## src/rtl/uart_cmd_pkg.sv

```systemverilog
package uart_cmd_pkg;
  typedef enum logic [3:0] {
    OP_NONE    = 4'd0,
    OP_MR_PTR  = 4'd1,
    OP_RX_RST  = 4'd2,
    OP_TX_RST  = 4'd3,
    OP_ERR_CLR = 4'd4,
    OP_BRK_CLR = 4'd5
  } misc_op_e;

  localparam int unsigned BIT_TX_OFF = 3;
  localparam int unsigned BIT_TX_ON  = 2;
  localparam int unsigned BIT_RX_OFF = 1;
  localparam int unsigned BIT_RX_ON  = 0;

  function automatic logic op_counted(input logic [3:0] code);
    return (code >= OP_MR_PTR) && (code <= OP_BRK_CLR);
  endfunction
endpackage

```

## src/rtl/ucc_edge_sync.sv

```systemverilog
module ucc_edge_sync #(
  parameter int unsigned STAGES = 2
) (
  input  logic clk,
  input  logic rst_n,
  input  logic async_in,
  output logic rise
);
  logic [STAGES-1:0] sync_q;
  logic              last_q;

  generate
    if (STAGES == 1) begin : g_one
      always_ff @(posedge clk or negedge rst_n)
        if (!rst_n) sync_q <= '0;
        else        sync_q <= async_in;
    end else begin : g_many
      always_ff @(posedge clk or negedge rst_n)
        if (!rst_n) sync_q <= '0;
        else        sync_q <= {sync_q[STAGES-2:0], async_in};
    end
  endgenerate

  always_ff @(posedge clk or negedge rst_n)
    if (!rst_n) last_q <= 1'b0;
    else        last_q <= sync_q[STAGES-1];

  assign rise = sync_q[STAGES-1] & ~last_q;
endmodule

```

## src/rtl/ucc_gap_gate.sv

```systemverilog
module ucc_gap_gate #(
  parameter int unsigned SPACING = 3
) (
  input  logic clk,
  input  logic rst_n,
  input  logic tick,
  input  logic req,
  output logic grant,
  output logic deny
);
  localparam int unsigned CW = $clog2(SPACING + 1);
  logic [CW-1:0] cnt_q;
  logic          open_w;

  assign open_w = (cnt_q >= CW'(SPACING));
  assign grant  = req & open_w;
  assign deny   = req & ~open_w;

  always_ff @(posedge clk or negedge rst_n)
    if (!rst_n)              cnt_q <= CW'(SPACING);
    else if (grant)          cnt_q <= '0;
    else if (tick && !open_w) cnt_q <= cnt_q + 1'b1;
endmodule

```

## src/rtl/ucc_en_pair.sv

```systemverilog
module ucc_en_pair (
  input  logic clk,
  input  logic rst_n,
  input  logic wr,
  input  logic on_bit,
  input  logic off_bit,
  input  logic force_off,
  output logic en,
  output logic conflict,
  output logic set_evt,
  output logic clr_evt
);
  assign conflict = wr & on_bit & off_bit;
  assign set_evt  = wr & on_bit & ~off_bit & ~force_off;
  assign clr_evt  = wr & off_bit & ~on_bit & ~force_off;

  always_ff @(posedge clk or negedge rst_n)
    if (!rst_n)       en <= 1'b0;
    else if (force_off) en <= 1'b0;
    else if (set_evt)   en <= 1'b1;
    else if (clr_evt)   en <= 1'b0;
endmodule

```

## src/rtl/uart_cmd_ctrl.sv

```systemverilog
module uart_cmd_ctrl
  import uart_cmd_pkg::*;
#(
  parameter int unsigned SYNC_STAGES = 2,
  parameter int unsigned SPACING     = 3,
  parameter int unsigned NUM_MR      = 3,
  localparam int unsigned PW         = (NUM_MR > 1) ? $clog2(NUM_MR) : 1
) (
  input  logic          clk,
  input  logic          rst_n,
  input  logic          x1_clk,
  input  logic          cmd_valid,
  output logic          cmd_ready,
  input  logic [7:0]    cmd_data,
  input  logic          mr_adv,
  input  logic          multidrop_en,
  input  logic          wakeup_mode,
  input  logic          tx_busy,
  input  logic          tx_fifo_empty,
  input  logic          tx_fifo_space,
  output logic          tx_en,
  output logic          tx_active,
  output logic          tx_rdy,
  output logic          tx_emt,
  output logic          rx_en,
  output logic          rx_active,
  output logic          rx_search_p,
  output logic [PW-1:0] mr_ptr,
  output logic          mr_ptr_rst_p,
  output logic          rx_rst_p,
  output logic          tx_rst_p,
  output logic          err_clr_p,
  output logic          brk_clr_p,
  output logic          proto_err,
  output logic          space_viol
);
  logic       x1_rise, grant, deny;
  logic [3:0] op;
  logic       tx_force, rx_force;
  logic       tx_conf, rx_conf, tx_set, tx_clr, rx_set, rx_clr;
  logic       tx_drain_q, tx_idle;

  assign cmd_ready = 1'b1;
  assign op        = cmd_data[7:4];

  ucc_edge_sync #(.STAGES(SYNC_STAGES)) u_sync (
    .clk(clk), .rst_n(rst_n), .async_in(x1_clk), .rise(x1_rise)
  );

  ucc_gap_gate #(.SPACING(SPACING)) u_gate (
    .clk(clk), .rst_n(rst_n), .tick(x1_rise),
    .req(cmd_valid & op_counted(op)), .grant(grant), .deny(deny)
  );

  assign tx_force = grant & (op == OP_TX_RST);
  assign rx_force = grant & (op == OP_RX_RST);

  ucc_en_pair u_tx (
    .clk(clk), .rst_n(rst_n), .wr(cmd_valid),
    .on_bit(cmd_data[BIT_TX_ON]), .off_bit(cmd_data[BIT_TX_OFF]),
    .force_off(tx_force), .en(tx_en), .conflict(tx_conf),
    .set_evt(tx_set), .clr_evt(tx_clr)
  );

  ucc_en_pair u_rx (
    .clk(clk), .rst_n(rst_n), .wr(cmd_valid),
    .on_bit(cmd_data[BIT_RX_ON]), .off_bit(cmd_data[BIT_RX_OFF]),
    .force_off(rx_force), .en(rx_en), .conflict(rx_conf),
    .set_evt(rx_set), .clr_evt(rx_clr)
  );

  // action strobes, conflict and violation flags
  always_ff @(posedge clk or negedge rst_n)
    if (!rst_n) begin
      mr_ptr_rst_p <= 1'b0;
      rx_rst_p     <= 1'b0;
      tx_rst_p     <= 1'b0;
      err_clr_p    <= 1'b0;
      brk_clr_p    <= 1'b0;
      proto_err    <= 1'b0;
      space_viol   <= 1'b0;
      rx_search_p  <= 1'b0;
    end else begin
      mr_ptr_rst_p <= grant & (op == OP_MR_PTR);
      rx_rst_p     <= rx_force;
      tx_rst_p     <= tx_force;
      err_clr_p    <= grant & (op == OP_ERR_CLR);
      brk_clr_p    <= grant & (op == OP_BRK_CLR);
      proto_err    <= tx_conf | rx_conf;
      space_viol   <= space_viol | deny;
      rx_search_p  <= rx_set & ~wakeup_mode;
    end

  // mode-register pointer
  always_ff @(posedge clk or negedge rst_n)
    if (!rst_n)                                   mr_ptr <= '0;
    else if (grant && op == OP_MR_PTR)            mr_ptr <= '0;
    else if (mr_adv && mr_ptr != PW'(NUM_MR - 1)) mr_ptr <= mr_ptr + 1'b1;

  // transmitter drain after disable
  assign tx_idle = ~tx_busy & tx_fifo_empty;

  always_ff @(posedge clk or negedge rst_n)
    if (!rst_n)                                        tx_drain_q <= 1'b0;
    else if (tx_force || tx_set)                       tx_drain_q <= 1'b0;
    else if (tx_clr && (tx_en || tx_drain_q) && !tx_idle) tx_drain_q <= 1'b1;
    else if (tx_idle)                                  tx_drain_q <= 1'b0;

  assign tx_active = tx_en | tx_drain_q;
  assign tx_rdy    = tx_en & tx_fifo_space;
  assign tx_emt    = tx_en & tx_idle;
  assign rx_active = rx_en | multidrop_en;
endmodule

```

## config.mk

```make
export PLATFORM = sky130hd
export DESIGN_NAME = uart_cmd_ctrl
export DESIGN_NICKNAME = d
export VERILOG_FILES = /design/src/rtl/uart_cmd_pkg.sv /design/src/rtl/ucc_edge_sync.sv /design/src/rtl/ucc_gap_gate.sv /design/src/rtl/ucc_en_pair.sv /design/src/rtl/uart_cmd_ctrl.sv
export SDC_FILE = /design/constraint.sdc
export NUM_CORES = 1
export LEC_CHECK = 0
export CAP_MARGIN = 0
export CORE_UTILIZATION = 40
export DETAILED_ROUTE_END_ITERATION = 8
export GPL_ROUTABILITY_DRIVEN = 0
export PLACE_DENSITY = 0.72
export SYNTH_ARGS = -nofsm -noshare
export SYNTH_HDL_FRONTEND = slang
export SYNTH_SLANG_ARGS = --single-unit
```

## constraint.sdc

```tcl
create_clock -name clk -period 2.2 [get_ports clk]
set_clock_uncertainty 0.15 [all_clocks]
set_input_delay 0.66 -clock clk [delete_from_list [all_inputs] [get_ports clk]]
set_output_delay 0.66 -clock clk [all_outputs]
set_load 0.02 [all_outputs]
```

# [Word level (Yosys, flattened, before mapping)]
# Index checks and enable logic that the tools add are counted.
[word_totals] latch_bits=0 ff_bits=18 ram_bits=0 romBits=0 output_inout_bits=17 n_memories=0 wordCells=95 inputBits=18
[op_classes] n_bitwise=41 mul=0 mux=13 shifts=0 eq_ne=6 order_cmp=3 addsub=2 reduce_logical=15 div_mod_pow=0
[op_table] op="bitwise AND 1 bit" n=27
[op_table] op="inverter 1 bit" n=10
[op_table] op="two-way mux 1 bit" n=9
[op_table] op="nonzero test 3 bit" n=3
[op_table] op="== test 4 x 2 -> 1 bit (second input constant)" n=2
[op_table] op="== test 4 x 3 -> 1 bit (second input constant)" n=2
[op_table] op="two-way mux 2 bit" n=4
[op_table] op="logical AND 1 bit" n=6
[op_table] op="adder 2 x 1 -> 2 bit (second input constant)" n=2
[op_table] op="== test 4 x 1 -> 1 bit (second input constant)" n=1
[op_table] op=">= comparator 4 x 1 -> 1 bit (second input constant)" n=1
[op_table] op="<= comparator 4 x 3 -> 1 bit (second input constant)" n=1
[op_table] op="OR 1 bit" n=4
[op_table] op="nonzero test 2 bit" n=2
[op_table] op=">= comparator 2 bit (second input constant)" n=1
[op_table] op="logical NOT 1 bit" n=2
[op_table] op="logical OR 1 bit" n=2
[op_table] op="inequality test 2 bit (second input constant)" n=1

# [Longest topological paths before layout]
# Gate-level depths: netlist (run 1).
[depth] ltp_word=11 depth_mapped=5 depth_no_buf=5

# [By module]
# A second synthesis (run 1) with hierarchy kept.
[hier_totals] hier_cells=75 area_unflattened_um2=879.6
[modules_own_cells] mod="uart_cmd_ctrl" cells_per_inst=43 instances=1 seq_area_each_um2=275.3 area_per_inst_um2=496.7
[modules_own_cells] mod="ucc_en_pair" cells_per_inst=9 instances=2 seq_area_each_um2=25.0 area_per_inst_um2=85.1
[modules_own_cells] mod="ucc_gap_gate" cells_per_inst=10 instances=1 seq_area_each_um2=52.6 area_per_inst_um2=123.9
[modules_own_cells] mod="ucc_edge_sync" cells_per_inst=4 instances=1 seq_area_each_um2=75.1 area_per_inst_um2=88.8

# [Least setup slack after synthesis (run 1)]
# Ideal clock, no wire load.
[synth_timing] kind="input -> output" from="input tx_fifo_empty" to="output tx_emt" path_slack_ns=0.244 required_ns=1.390 path_buffers=0 arrival_ns=1.146 path_stages=2 cell_sequence="inv_1 > nor3_1"
[synth_between] elab_chain_len=2
[synth_rtl] element="from (decl)" line_no="uart_cmd_ctrl.sv:19" source="input logic tx_fifo_empty,"
[synth_rtl] element="bitwise AND 1 bit" line_no="uart_cmd_ctrl.sv:101" source="assign tx_idle = ~tx_busy & tx_fifo_empty;"
[synth_rtl] element="bitwise AND 1 bit" line_no="uart_cmd_ctrl.sv:111" source="assign tx_emt = tx_en & tx_idle;"
[synth_rtl] element="to (decl)" line_no="uart_cmd_ctrl.sv:24" source="output logic tx_emt,"
# No other way between the ends.

# [Final worst setup path (run 1)]
[layout_timing] from="input tx_busy" to="output tx_emt"
[layout_between] elab_chain_len=3
[layout_rtl] element="from (decl)" line_no="uart_cmd_ctrl.sv:18" source="input logic tx_busy,"
[layout_rtl] element="inverter 1 bit" line_no="uart_cmd_ctrl.sv:101"
[layout_rtl] element="bitwise AND 1 bit" line_no="uart_cmd_ctrl.sv:101"
[layout_rtl] element="bitwise AND 1 bit" line_no="uart_cmd_ctrl.sv:111"
# No other way between the ends.

==> results.yml, run 1 <==
die:
  io_pins: 35
  die_x_um: 47.1
  start_util_pct: 44.7
  die-height_um: 47.1
  placementRows: 15
  die_area_um2: 2220
  coreArea_um2: 1820
finish:
  n_fill_cell: 151
  drive_gt1_share_pct: 20.7
  fin_util_pct: 69.2
  antenna_cells: 0
  area_growth_pct: 54.7
  nNetsFinal: 137
logic_synthesis:
  synth.most_common_cell: "dfrtp_1"
  synth_cells: 74
  synthTopCellsByArea: "dfrtp_1, dfstp_2, nor2b_1"
  synth_cell_types: 32
  postSynthAreaPerCell_um2: 11.0
  ys_seq_area_share_pct: 55.6
  synth_edf_count: 0
  synth_top_cell_by_area: "dfrtp_1"
  yosys_warnings: 0
  netlist.area_leader.share_pct: 49.2
  netlist_top_cells_count: "dfrtp_1, nand2_1, nor2b_1"
  synth_fp_nets: 94
  synth_ff_type: "dfrtp_1"
  synth-seq-cells: 18
  syn_area_um2: 815
  async_flop_share_pct: 100
route:
  drt-met1-wl_um: 797
  met3_wirelength_um: 109
  vias: 687
  dr.first_iter.drc_count: 6
  finalWirelength_um: 1740
  viasPerCell: 4.87
  ant_nets: 0
  drc_errors: 0
  dr.pass1.iters: 4
  wl_per_cell_um: 12.3
  top_layer_used: "met3"
  route.met2.wl_um: 834
setup_path:
  cp_max_fo: 2
  cp_num_buf_inv: 2
  critical-path-max-stage-delay_ps: 450
  critPathKind: "in2out"
  critPathRequiredTime_ps: 1390
  arrival_ps: 1410
  crit_chain: "clkdlybuf4s50_1 > nor3_2 > buf_4"
  endpoint_kind: "output pin"
  cp-start-kind: "input port"
  critical_path.top_delay_family: "buffers and inverters"
  cp_slowest_cell: "clkdlybuf4s50_1"
timing:
  setup_ws_ps: -20.9
  max_freq_mhz: 450
  final-setup-viol-count: 1
  hold_viol: 0
  period_share_pct: 101
  slew_viol_final: 0
  whs_ps: 208
  timing.final.crit_period_ps: 2220
status:
  violations: "setup timing"
  status: "finished with violations"
global_route:
  gr-total-overflow: 0
  grt_pass1_wl_um: 2790
  antenna_found_initial: 0
  grt_usage_pct: 18.5
  grt_max_degree: 11
  grt_pass1_vias: 692
clock_network:
  cts.sinks: 18
  cts_made_buffers: 3
  cts_tree: "done"
  clock_latency_ps: 290
  clk_path_buf_depth: 2
  path_clk_slew_ps: 100
  ctsRootBufferMaster: "clkbuf_4"
  htree_levels: 1
min_path:
  hold_class: "reg2reg"
flow_run:
  drv_cap: 0
pwr:
  cellPowerDensity_nw_per_um2: 771
  finalPower_mw: 0.971
  ir_drop_mv: 0.443
  power.leakage_nw: 0.552
placed_design:
  place_hpwl_um: 1370
  io_buffers: 33
-- routing by layer --
layer,GRT usage [%],vias to the layer above
met2,27.5,20
met4,3.43,0
li1,-,340
met5,0,-
met3,8.85,0
met1,25.0,327
-- cell type report --
type | instances | area [µm²] | share of cell area [%]
clock buffers | 4 | 36.3 | 2.88
inverters | 3 | 11.3 | 0.894
multi-input cells | 51 | 345 | 27.4
flip-flops and latches | 18 | 454 | 36.0
well taps | 25 | 31.3 | 2.48
repair buffers | 40 | 382 | 30.3
-- through the flow --
step	TNS [ps]	setup slack, ps	cell area [µm²]	std cells
4_1_cts	-76.9	-76.9	1240	141
5_1_grt	-72.0	-72.0	1260	141
3_3_place_gp	-1540	-506	1220	137
3_5_place_dp	-1780	-526	1220	137
6_report	-20.9	-20.9	1260	141
2_1_floorplan	0	244	815	74
-- cell families after synthesis --
| group | Yosys count | share of synthesized area (%) |
|---|---|---|
| compound gates | 12 | 10.3 |
| xor+xnor | 1 | 1.08 |
| fa+ha+maj | 2 | 3.07 |
| buf+inv | 5 | 2.92 |
| flops | 18 | 55.6 |
| mux | 1 | 1.38 |
| other cells | 1 | 0.460 |
| simple gates | 34 | 25.2 |
-- sequential cells by signal (all words and copies together) (netlist names) --
signal / count
rx_search_p: 1
err_clr_p: 1
rx_rst_p: 1
u_tx.en: 1
tx_drain_q: 1
space_viol: 1
mr_ptr: 2
mr_ptr_rst_p: 1
proto_err: 1
u_sync.last_q: 1
tx_rst_p: 1
u_gate.cnt_q: 2
u_rx.en: 1
u_sync.sync_q: 2
brk_clr_p: 1
-- what timing repair did --
action	4_1_cts	5_1_grt
gates resized for setup	18	7
pin swaps	1	1
setup endpoints to repair	4	4
hold buffers	0	0
setup buffers	0	0
-- layout by cell type (no fill, tap or decap), types with 3 or more instances in the layout --
cell type	instances
nand2_1	6
nor2b_1	5
buf_4	9
a21oi_1	4
nand2b_1	3
clkdlybuf4s50_1	26
dfrtp_1	15
clkbuf_4	3
-- final timing paths --
path	to	startpoint	cells after the start	slack, ps
worst max-delay path	tx_emt	tx_busy	3	-20
worst min-delay path	u_sync.sync_q[1]	u_sync.sync_q[0]	0	210
worst max register to register	u_gate.cnt_q[1]	u_gate.cnt_q[0]	4	500
worst min register to register	u_sync.sync_q[1]	u_sync.sync_q[0]	0	210
max in group asynchronous	u_tx.en	rst_n	2	930
min in group asynchronous	space_viol	rst_n	1	500
-- power by group --
group / switching, mW / internal, mW / total (mW)
logic: 0.164 / 0.173 / 0.337
registers: 0.0388 / 0.397 / 0.436
clock network: 0.0974 / 0.101 / 0.198
Note: power is estimated with default switching activity, not from simulation.
==> inputs of run 2 (changes only) <==
Settings changed: CAP_MARGIN 0 to 20.
==> results of run 2 <==
The final DEF is identical to that of run 1; final timing and power are the same.
